<file path="src/rtl/dwc_pkg.sv">
package dwc_pkg;

  typedef enum logic [1:0] {
    ST_EMPTY = 2'd0,
    ST_OUTSTANDING = 2'd1,
    ST_FINISHED = 2'd2
  } dwcState_e;

  typedef struct packed {
    logic capture;
    logic tmrLoad;
    logic tmrRun;
  } dwcStrobe_t;

endpackage

</file>
<file path="src/rtl/dwc_dpath.sv">
module dwc_dpath
  import dwc_pkg::*;
#(
  parameter int ADDR_W = 32,
  parameter int DATA_W = 32,
  parameter int CMD_W  = 4,
  parameter int TMR_W  = 16
) (
  input  logic                  clk,
  input  logic                  rst_n,
  input  dwcStrobe_t            strobe,
  input  logic [ADDR_W-1:0]     attemptAddr,
  input  logic [CMD_W-1:0]      attemptCmd,
  input  logic [DATA_W/8-1:0]   attemptBeN,
  input  logic [DATA_W-1:0]     attemptData,
  input  logic [TMR_W-1:0]      reloadVal,
  input  logic                  atHead,
  output logic                  match,
  output logic                  tmrExpire
);

  localparam int BE_W = DATA_W / 8;

  logic [ADDR_W-1:0] recAddr;
  logic [CMD_W-1:0]  recCmd;
  logic [BE_W-1:0]   recBeN;
  logic [DATA_W-1:0] recData;
  logic [TMR_W-1:0]  tmrCnt;
  logic [BE_W-1:0]   laneOk;

  // Entry record
  always_ff @(posedge clk) begin
    if (!rst_n) begin
      recAddr <= '0;
      recCmd  <= '0;
      recBeN  <= '1;
      recData <= '0;
    end else if (strobe.capture) begin
      recAddr <= attemptAddr;
      recCmd  <= attemptCmd;
      recBeN  <= attemptBeN;
      recData <= attemptData;
    end
  end

  // Per-lane compare, masked by the stored active-low enables
  for (genvar lane = 0; lane < BE_W; lane++) begin : g_lane
    assign laneOk[lane] = recBeN[lane] |
        (recData[lane*8 +: 8] == attemptData[lane*8 +: 8]);
  end

  assign match = (attemptAddr == recAddr) && (attemptCmd == recCmd) &&
                 (attemptBeN == recBeN) && (&laneOk);

  // Head-of-queue discard counter
  always_ff @(posedge clk) begin
    if (!rst_n) begin
      tmrCnt <= '0;
    end else if (strobe.tmrLoad) begin
      tmrCnt <= reloadVal;
    end else if (!strobe.tmrRun) begin
      tmrCnt <= '0;
    end else if (atHead && (tmrCnt != '0)) begin
      tmrCnt <= tmrCnt - 1'b1;
    end
  end

  assign tmrExpire = strobe.tmrRun && atHead && (tmrCnt == TMR_W'(1));

endmodule

</file>
<file path="src/rtl/dwc_ctrl.sv">
module dwc_ctrl
  import dwc_pkg::*;
(
  input  logic       clk,
  input  logic       rst_n,
  input  logic       attemptValid,
  input  logic       attemptMulti,
  input  logic       farDone,
  input  logic       farErr,
  input  logic       errRptEn,
  input  logic       match,
  input  logic       tmrExpire,
  output dwcStrobe_t strobe,
  output logic       rspRetry,
  output logic       rspAccept,
  output logic       rspStop,
  output logic       reqPush,
  output logic       discardEvt,
  output logic       errFlagReq
);

  dwcState_e state, stateNext;

  always_ff @(posedge clk) begin
    if (!rst_n) state <= ST_EMPTY;
    else        state <= stateNext;
  end

  always_comb begin
    stateNext  = state;
    strobe     = '0;
    rspRetry   = 1'b0;
    rspAccept  = 1'b0;
    rspStop    = 1'b0;
    reqPush    = 1'b0;
    discardEvt = 1'b0;
    errFlagReq = 1'b0;
    unique case (state)
      ST_EMPTY: begin
        if (attemptValid) begin
          rspRetry       = 1'b1;
          reqPush        = 1'b1;
          strobe.capture = 1'b1;
          stateNext      = ST_OUTSTANDING;
        end
      end
      ST_OUTSTANDING: begin
        rspRetry = attemptValid;
        if (farDone) begin
          if (farErr) begin
            stateNext = ST_EMPTY;
          end else begin
            strobe.tmrLoad = 1'b1;
            stateNext      = ST_FINISHED;
          end
        end
      end
      ST_FINISHED: begin
        strobe.tmrRun = 1'b1;
        if (attemptValid && match) begin
          rspAccept = 1'b1;
          rspStop   = attemptMulti;
          stateNext = ST_EMPTY;
        end else begin
          rspRetry = attemptValid;
          if (tmrExpire) begin
            discardEvt = 1'b1;
            errFlagReq = errRptEn;
            stateNext  = ST_EMPTY;
          end
        end
      end
      default: stateNext = ST_EMPTY;
    endcase
  end

endmodule

</file>
<file path="src/rtl/dwc_tracker.sv">
module dwc_tracker
  import dwc_pkg::*;
#(
  parameter int ADDR_W = 32,
  parameter int DATA_W = 32,
  parameter int CMD_W  = 4,
  parameter int TMR_W  = 16
) (
  input  logic                clk,
  input  logic                rst_n,
  input  logic                attemptValid,
  input  logic [ADDR_W-1:0]   attemptAddr,
  input  logic [CMD_W-1:0]    attemptCmd,
  input  logic [DATA_W/8-1:0] attemptBeN,
  input  logic [DATA_W-1:0]   attemptData,
  input  logic                attemptMulti,
  input  logic                farDone,
  input  logic                farErr,
  input  logic                atHead,
  input  logic [TMR_W-1:0]    reloadVal,
  input  logic                errRptEn,
  output logic                rspRetry,
  output logic                rspAccept,
  output logic                rspStop,
  output logic                reqPush,
  output logic                discardEvt,
  output logic                errFlagReq
);

  dwcStrobe_t strobe;
  logic       match;
  logic       tmrExpire;

  dwc_ctrl u_ctrl (
    .clk(clk), .rst_n(rst_n),
    .attemptValid(attemptValid), .attemptMulti(attemptMulti),
    .farDone(farDone), .farErr(farErr), .errRptEn(errRptEn),
    .match(match), .tmrExpire(tmrExpire), .strobe(strobe),
    .rspRetry(rspRetry), .rspAccept(rspAccept), .rspStop(rspStop),
    .reqPush(reqPush), .discardEvt(discardEvt), .errFlagReq(errFlagReq)
  );

  dwc_dpath #(
    .ADDR_W(ADDR_W), .DATA_W(DATA_W), .CMD_W(CMD_W), .TMR_W(TMR_W)
  ) u_dpath (
    .clk(clk), .rst_n(rst_n), .strobe(strobe),
    .attemptAddr(attemptAddr), .attemptCmd(attemptCmd),
    .attemptBeN(attemptBeN), .attemptData(attemptData),
    .reloadVal(reloadVal), .atHead(atHead),
    .match(match), .tmrExpire(tmrExpire)
  );

endmodule

</file>
<file path="config.mk">
export PLATFORM = sky130hd
export DESIGN_NAME = dwc_tracker
export DESIGN_NICKNAME = d
export VERILOG_FILES = /design/src/rtl/dwc_pkg.sv /design/src/rtl/dwc_dpath.sv /design/src/rtl/dwc_ctrl.sv /design/src/rtl/dwc_tracker.sv
export SDC_FILE = /design/constraint.sdc
export NUM_CORES = 1
export LEC_CHECK = 0
export BUFFER_PORTS_ARGS = -buffer_cell sky130_fd_sc_hd__buf_2
export CAP_MARGIN = 25
export CORE_MARGIN = 4
export CORE_UTILIZATION = 35
export CTS_CLUSTER_DIAMETER = 40
export DETAILED_ROUTE_END_ITERATION = 10
export PLACE_DENSITY = 0.59
export SKIP_LAST_GASP = 1
export SLEW_MARGIN = 20
export SYNTH_ARGS = -nofsm -noshare
export SYNTH_HDL_FRONTEND = slang
export SYNTH_SLANG_ARGS = --single-unit
</file>
<file path="constraint.sdc">
create_clock -name clk -period 2.69 [get_ports clk]
set_input_delay 0.6725 -clock clk [delete_from_list [all_inputs] [get_ports clk]]
set_output_delay 0.6725 -clock clk [all_outputs]
set_load 0.02 [all_outputs]
</file>
==> results of run 1 <==
==> how the worst max path moves through the flow <==
stage | to | slack (ps) | cells after the start
floorplan | errFlagReq | 8 | 6
global placement | errFlagReq | -540 | 10
detailed placement | errFlagReq | -580 | 10
CTS | errFlagReq | -280 | 10
global route | rspRetry | -420 | 10
finish | errFlagReq | -290 | 10
==> placed cells by master, fill, tap and decap left out, types with 6 or more instances in the layout <==
| cell type | Yosys | final |
|---|---|---|
| nor4_2 | 1 | 9 |
| nand2_1 | 161 | 160 |
| o21ai_0 | 9 | 9 |
| xor2_1 | 73 | 72 |
| buf_2 | 2 | 94 |
| a21oi_1 | 17 | 16 |
| inv_1 | 6 | 6 |
| buf_6 | 0 | 7 |
| a21boi_0 | 68 | 68 |
| buf_4 | 0 | 19 |
| nor2_1 | 11 | 10 |
| nor4_1 | 24 | 15 |
| clkbuf_16 | 0 | 9 |
| and2_1 | 7 | 7 |
| dfxtp_1 | 90 | 90 |
==> power by group through the flow <==
stage	logic (mW)	registers, mW	clock network (mW)
after floorplan	0.342	1.49	0
after global placement	0.529	1.49	0
after detailed placement	0.541	1.50	0
after CTS	0.558	1.47	1.49
after global routing	0.628	1.48	1.54
final	0.558	1.47	1.44
==> layout make-up <==
type	instances	area (um^2)
fillers	1249	6910
multi-input cells	437	2790
flip-flops and latches	90	1800
repair buffers	120	692
clock buffers	9	225
well taps	172	215
clock inverters	7	118
inverters	7	26.3
==> per-stage QoR <==
step | cells | TNS [ps] | cell area (um^2)
floorplan | 564 | 0 | 4660
global placement | 826 | -2300 | 5370
detailed placement | 826 | -2470 | 5370
CTS | 841 | -1210 | 5810
global route | 842 | -1980 | 5860
finish | 842 | -1270 | 5860
==> flip-flops by register name (all words and copies together), names as in the netlist <==
name,flops
u_ctrl.state,2
u_dpath.recAddr,32
u_dpath.tmrCnt,16
u_dpath.recCmd,4
u_dpath.recBeN,4
u_dpath.recData,32
==> cells by family (layout without fill, tap and decap cells) <==
group                      Yosys count  in the layout
adders and majority gates            2              2
AOI/OAI and AO/OA                  125            125
xor gates and xnor gates            73             73
DFF                                 90             90
buffers and inverters               37            143
and+or+nand+nor                    236            236
muxes                                1              1
==> tightest hold or removal path, stage by stage, from the launching register on <==
cell and delay (ps):
dfxtp_1 320, nand2_1 50, a21boi_0 60
==> layer usage <==
layer  track usage  share of wire  wire (um)  vias up
met4        0.0429         0.0072         87        2
met2         0.270           0.48       5750      107
li1              -              -          -     2123
met1         0.192           0.44       5340     1950
met3        0.0613          0.069        831       11
met5             0         0.0010         12        -
==> repair_timing <==
item,in CTS,in global routing
resized for setup,20,8
hold buffers,0,0
setup endpoints to repair,5,5
buffers inserted,0,1
pin swaps,10,1
==> results.md, run 1 <==
* Outcome: finished with violations
* Failing checks: setup timing
* Min Hold Slack at 475 ps
* Via-to-Cell Ratio at 4.98
* Number of library cell types mapped by synthesis at 52
* Worst-path fanout max at 4
* Worst path bufs/invs at 4
* Post-synthesis xor/xnor area fraction at 0.138
* Largest area contributor in the netlist: dfxtp_1
* Total power at 3.47 mW
* Compound-Gate Fraction of Synth Area at 0.195
* Core footprint at 0.0128 mm^2
* Peak supply drop at 0.000497 V
* Maximum buffer depth of the clock tree at 2
* Setup crit end kind: output port
* Final Util at 0.459
* CTS buffer count at 9
* Gate power share at 0.161
* Sequential element share of the synthesized area at 0.389
* CP Data Arrival Time at 2300 ps
* Pwr dens at 591 mW/mm^2
* Root Buffer: clkbuf_16
* Period utilization at 1.11
* Synthesis Warnings at 0
* Cell with the most instances after synthesis: nand2_1
* Clk sinks at 90
* Max Slew Vio Count at 0
* EDFF count, synth at 0
* Switching Share at 0.262
* Synthesized flop and latch total at 90
* Mean Syn Cell Area at 8.22 um^2
* Top_reg_cell synth: dfxtp_1
* Mapped Nets at 662
* Worst hold path class: reg2reg
* Max-slew headroom at 0.483
* Final setup fails at 5
* Crit-path cells: buf_6 -> xor2_1 -> nor4_2 -> buf_4 -> nand4_1 -> nor4_2 -> buf_4 -> nand3_4 -> and3_4 -> buf_6
* Initial Utilization at 0.363
* Final WL at 12,000 um
* Sequential Power Share at 0.423
* Layout cells sized above 1 at 0.248
* Psw at 0.909 mW
* GRT overflow at 0
* Yosys top cell area share at 0.389
* Simple-gate share of the synthesized area at 0.233
* GP Congestion at 0.844
* RR Endpoint: u_dpath.tmrCnt[7]$_SDFFE_PN0P_
* Critical-path top delay cell: nor4_2
* CTS tree: built
* Initial drt markers at 213
* Pre-CTS setup slack at -578 ps
* Worst R2R Path Depth at 6
* Antenna cells at 0
* Family with the most delay on the worst path: simple AND/OR/NAND/NOR gates
* Die Y at 123 um
* Worst r2r src: u_dpath.tmrCnt[11]$_SDFFE_PN0P_
* Synth Area in Adders at 0.00540
* Clk pwr share at 0.416
* Async S/R FF share, synth at 0
* Largest cells by area after synthesis: dfxtp_1 39%, xor2_1 14%, nand2_1 13%
* Antenna violations before repair at 1
* Critical path class: in2out
* Worst endpoint required time at 2020 ps
* Clock Pin Slew Worst Setup and Hold Paths at 70 ps
* Min-delay src: u_dpath.recData[31]$_SDFFE_PN0P_
* Detailed Routing Iterations Pass 1 at 4
* Post-synthesis mux area share at 0.00216
* Fmax at 336 MHz
* Final net count at 763
* MaxCap Viol Count at 0
* Pin count of the biggest net entering global routing at 73
* PortBufs at 101
* Worst reg2reg setup slack at 610 ps
* Hold EP: u_dpath.recData[31]$_SDFFE_PN0P_
* RSZ-0062 raised after global routing: true
* Vias at 4,193
* ANT nets after route at 0
* CP peak stage delay at 330 ps
* P_int at 2.56 mW
* P_leak at 2.50 nW
* Final Skew at 8.51 ps
* Fin crit period at 2980 ps
* DRC at 0
* Ports at 102
* CP startpoint: attemptAddr[1]
* Num rows at 41
* Wire per inst at 14.3 um
* First-pass GRT wire length at 19,100 um
* Mapped Cells at 564
* Vias in the first global route at 4,030
* Commonest cells post-synth: 161 x nand2_1, 90 x dfxtp_1, 73 x xor2_1, 68 x a21boi_0, 24 x nor4_1
* H-Tree Level Count at 3
* Startpoint Class: input port
* Die Width at 123 um
* Mapped Area at 0.00463 mm^2
* Final setup margin at -287 ps
* Main combinational cell family by area after synthesis: simple AND/OR/NAND/NOR gates
* Worst Max-Slew Pin Slew at 776 ps
* DP HPWL at 8500 um
* Final hold vios at 0
* Worst skew pair latency at 340 ps
* P&R area growth vs syn at 26.5%
* Die area at 0.0151 mm^2
* GRT Util Overall at 0.160
* Hold depth at 2
Note: power is estimated with default switching activity, not from simulation.
==> run 2: changes to the inputs <==
PLACE_DENSITY = 0.57   (was 0.59)
clock period = 3.05 ns   (was 2.69 ns; I/O delays follow)
==> run 2 against run 1 <==
Against the previous run: the flow still finishes with violations (setup timing); largest cell class unchanged; sequential cell count is the same; hold slack lost 3.4 ps; die area is the same; critical path depth is the same; cell area shrank 1.2%; register-to-register slack gained 340 ps; worst setup slack gained 120 ps; critical endpoint is now rspRetry; clock skew shrank 4.6 ps; sequential share of layout area grew 0.36 points; core utilization shrank 0.53 points.
==> results.md, run 2 (synthesized netlist as in run 1, its figures left out) <==
* Outcome: finished with violations
* Failing checks: setup timing
* Worst endpoint required time at 2290 ps
* Detailed Routing Iterations Pass 1 at 5
* Peak supply drop at 0.000213 V
* Layout cells sized above 1 at 0.236
* Pwr dens at 517 mW/mm^2
* P_leak at 2.47 nW
* Final hold vios at 0
* Area after DPL at 0.00531 mm^2
* Via-to-Cell Ratio at 4.97
* Die Y at 123 um
* Final net count at 755
* Max-slew headroom at 0.479
* Final Skew at 3.90 ps
* Initial Utilization at 0.363
* Vias in the first global route at 4,071
* Ports at 102
* Worst skew pair latency at 340 ps
* Period utilization at 1.05
* Initial drt markers at 243
* Worst-path fanout max at 3
* GP Congestion at 0.807
* # hold bufs at CTS at 0
* Num rows at 41
* Max Slew Vio Count at 0
* Root Buffer: clkbuf_16
* ANT nets after route at 0
* H-Tree Level Count at 3
* Final WL at 11,900 um
* Fin crit period at 3210 ps
* CTS tree: built
* Maximum buffer depth of the clock tree at 2
* MaxCap Viol Count at 0
* Critical path class: in2out
* Core footprint at 0.0128 mm^2
* Worst hold path class: reg2reg
* CP Data Arrival Time at 2450 ps
* Wire per inst at 14.3 um
* DP HPWL at 8190 um
* Final setup fails at 5
* DRC at 0
* Clk sinks at 90
* RSZ-0062 raised after global routing: true
* Pin count of the biggest net entering global routing at 91
* Largest regs: u_dpath.recAddr (32), u_dpath.recData (32), u_dpath.tmrCnt (16)
* Worst Max-Slew Pin Slew at 782 ps
* P&R area growth vs syn at 25.1%
* First-pass GRT wire length at 19,600 um
* Startpoint Class: input port
* Vias at 4,150
* Commonest non-fill, non-tap cell in the layout: nand2_1
* Worst reg2reg setup slack at 950 ps
* Most frequent cells in the layout: 160 x nand2_1, 91 x buf_2, 90 x dfxtp_1
* Setup crit end kind: output port
* CTS buffer count at 9
* PortBufs at 101
* GRT overflow at 0
* Min Hold Slack at 472 ps
* Final setup margin at -164 ps
* Post-CTS setup buffers at 0
* GRT Util Overall at 0.164
* Clock Pin Slew Worst Setup and Hold Paths at 60 ps
* Antenna violations before repair at 5
* Post-route cell area at 0.00580 mm^2
* Die area at 0.0151 mm^2
* Die Width at 123 um
* Fmax at 311 MHz
[run 2: cell types whose count changed in the layout (fill, tap and decap cells not counted), moves of 3 or more]
cell    change
xor2_1      -4
nor4_2      -5
buf_2       -3
nor4_1      +4
xor2_2      +4
buf_4       -6
[run 2: where the power goes]
group / internal, mW / switching (mW)
Sequential: 1.25 / 0.0516
Clock: 0.741 / 0.473
Combinational: 0.209 / 0.274
Total: 2.20 / 0.799
[run 2: critical path: stages]
cell and delay [ps]:
buf_6 100, xor2_2 140, nor4_1 280, buf_4 160, nand4_1 110, nor4_2 310, buf_4 180, a21oi_1 60
o21a_1 190, buf_2 160
[run 2: area by class of cell]
type	instances	area, um^2
flip-flops and latches	90	1800
inverters	7	26.3
fillers	1281	6980
clock buffers	10	239
clock inverters	6	88.8
multi-input cells	437	2770
diodes	1	2.50
well taps	172	215
repair buffers	112	652
[run 2: what timing repair did]
| action | 4_1_cts | 5_1_grt |
|---|---|---|
| setup endpoints to repair | 5 | 5 |
| gates resized for setup | 19 | 9 |
| pin swaps | 7 | 6 |
[run 2: routing by layer]
layer  routed length [um]  GRT usage  up-vias
met5                   48          0        -
met3                 1020     0.0650       18
met2                 5630      0.268      108
li1                     -          -     2097
met4                  133     0.0450        8
met1                 5110      0.200     1919
[run 2: final timing paths]
check,depth (start not counted),to,startpoint
hold reg to reg,2,u_dpath.recCmd[0]$_SDFFE_PN0P_,u_dpath.recCmd[0]$_SDFFE_PN0P_
setup reg to reg,6,u_dpath.tmrCnt[9]$_SDFFE_PN0P_,u_dpath.tmrCnt[11]$_SDFFE_PN0P_
hold / removal,2,u_dpath.recCmd[0]$_SDFFE_PN0P_,u_dpath.recCmd[0]$_SDFFE_PN0P_
setup / recovery,10,rspRetry,attemptAddr[31]
[run 2: per-stage QoR]
step                      worst slack, ps  total power [mW]  setup TNS, ps   util  std cells
after floorplan                      65.9              1.61              0      -        564
after global placement               -432              1.77          -1740  0.416        819
after global routing                 -258              3.16          -1000  0.454        835
after detailed placement             -427              1.79          -1670  0.416        819
after CTS                            -190              3.03           -652  0.449        835
final                                -164              2.99           -566  0.454        835
==> run 3: changes to the inputs <==
--- a/config.mk
+++ b/config.mk
@@ -8,9 +8,10 @@
 export BUFFER_PORTS_ARGS = -buffer_cell sky130_fd_sc_hd__buf_2
 export CAP_MARGIN = 25
+export CORE_ASPECT_RATIO = 0.75
 export CORE_MARGIN = 4
-export CORE_UTILIZATION = 35
+export CORE_UTILIZATION = 55
 export CTS_CLUSTER_DIAMETER = 40
 export DETAILED_ROUTE_END_ITERATION = 10
-export PLACE_DENSITY = 0.57
+export PLACE_DENSITY = 0.82
 export SKIP_LAST_GASP = 1
 export SLEW_MARGIN = 20
==> constraint.sdc (replaced) <==
create_clock -name clk -period 3.05 [get_ports clk]
set_input_delay 0.1525 -clock clk [delete_from_list [all_inputs] [get_ports clk]]
set_output_delay 0.1525 -clock clk [all_outputs]
set_load 0.02 [all_outputs]
==> run 3 against run 2 <==
Against the previous run: the run now ends clean; clock-buffer cell count rose by 4; critical path depth fell by 3; largest power group unchanged; sequential power barely moved; die area fell by 34%; global-route usage rose by 6.6 points.
==> results.md, run 3 (synthesized netlist as in run 1, its figures left out) <==
* Worst skew pair latency at 340 ps
* CTS buffer count at 9
* Setup TNS at 0 ps
* Psw at 0.748 mW
* Die Width at 114 um
* Final Skew at 6.74 ps
* Initial Utilization at 0.575
* DP HPWL at 8130 um
* Final net count at 751
* Die Y at 87.5 um
* Worst Max-Slew Pin Slew at 853 ps
* P_int at 2.12 mW
* ANT nets after route at 0
* Outcome: finished clean
* Fmax at 362 MHz
* Critical path class: reg2out
* Final hold vios at 0
* Switching Share at 0.261
* Commonest non-fill, non-tap cell in the layout: nand2_1
* Detailed Routing Iterations Pass 1 at 4
* Period utilization at 0.906
* Pin count of the biggest net entering global routing at 73
* First-pass GRT wire length at 18,200 um
* Root Buffer: clkbuf_16
* Num rows at 28
* Worst-path fanout max at 4
* Vias in the first global route at 3,952
* Final WL at 11,300 um
* GP Congestion at 0.933
* P&R area growth vs syn at 18.1%
* Antenna violations before repair at 0
* Post-route cell area at 0.00547 mm^2
* Ports at 102
* Maximum buffer depth of the clock tree at 2
* GRT Util Overall at 0.230
* Final setup margin at 285 ps
* Clk pwr share at 0.388
* # hold bufs at CTS at 0
* Post-CTS setup buffers at 0
* Min Hold Slack at 58.3 ps
* Worst reg2reg setup slack at 800 ps
* Antenna cells at 0
* Max Slew Vio Count at 0
* Core footprint at 0.00806 mm^2
* Peak supply drop at 0.000366 V
* Layout cells sized above 1 at 0.205
* Vias at 4,179
* Wire per inst at 14.8 um
* Most frequent cells in the layout: 160 x nand2_1, 101 x buf_2, 90 x dfxtp_1
* Largest regs: u_dpath.recAddr (32), u_dpath.recData (32), u_dpath.tmrCnt (16)
* Post_cts resized at 0
* Fin crit period at 2760 ps
* GRT overflow at 0
* Clock Pin Slew Worst Setup and Hold Paths at 60 ps
* Setup crit end kind: output port
* Die area at 0.00997 mm^2
* Pre-CTS setup slack at 637 ps
* H-Tree Level Count at 3
* DRC at 0
* Pwr dens at 524 mW/mm^2
* Clk sinks at 90
* P_leak at 2.41 nW
* RSZ-0062 raised after global routing: false
* Startpoint Class: flip-flop
* Max-slew headroom at 0.431
* PortBufs at 101
* Worst hold path class: in2reg
* CTS tree: built
* MaxCap Viol Count at 0
* Area after DPL at 0.00517 mm^2
* Initial drt markers at 250
* Via-to-Cell Ratio at 5.48
* Final setup fails at 0
* Gate power share at 0.159
* CP Data Arrival Time at 2610 ps
* Sequential Power Share at 0.453
* Worst endpoint required time at 2900 ps
run 3: worst paths after layout:
check | cells past startpoint | from | to
worst min register to register | 2 | u_dpath.recAddr[12]$_SDFFE_PN0P_ | u_dpath.recAddr[12]$_SDFFE_PN0P_
worst min-delay path | 3 | attemptBeN[2] | u_dpath.recBeN[2]$_SDFFE_PN1P_
worst max-delay path | 7 | u_dpath.recBeN[2]$_SDFFE_PN1P_ | rspStop
worst max register to register | 6 | u_dpath.recBeN[2]$_SDFFE_PN1P_ | u_ctrl.state[1]$_SDFFE_PN0P_
run 3: worst max-delay path, cell delays in order (launching register included):
cell and delay, ps:
dfxtp_1 360, xor2_1 180, nor4_1 310, nand4_1 190
nor4_1 570, nand3_1 260, nor3_1 210, buf_2 190
run 3: layer usage:
metal | global-route usage | vias to the layer above | share of wire
met2 | 0.375 | 141 | 0.46
met4 | 0.0626 | 0 | 0.011
met3 | 0.0618 | 15 | 0.069
met1 | 0.302 | 1929 | 0.46
met5 | 0 | - | 0
li1 | - | 2094 | -
run 3: power groups by stage:
stage | clock (mW) | combinational [mW] | sequential [mW]
after floorplan | 0 | 0.300 | 1.31
after global placement | 0 | 0.438 | 1.32
after detailed placement | 0 | 0.452 | 1.32
after CTS | 1.13 | 0.456 | 1.30
after global routing | 1.19 | 0.511 | 1.30
final | 1.11 | 0.457 | 1.30
run 3: layout make-up:
cell class,instances,area [um^2]
clock buffer,14,264
clock inverter,2,35.0
fill,679,2580
inverter,7,26.3
multi-input combinational,437,2660
sequential,90,1800
tap,105,131
timing repair buffer,108,558
run 3: through the flow:
stage | util | power [mW] | cells
after floorplan | - | 1.61 | 564
after global placement | 0.642 | 1.76 | 747
after detailed placement | 0.642 | 1.77 | 747
after CTS | 0.679 | 2.89 | 763
after global routing | 0.679 | 3.00 | 763
final | 0.679 | 2.87 | 763
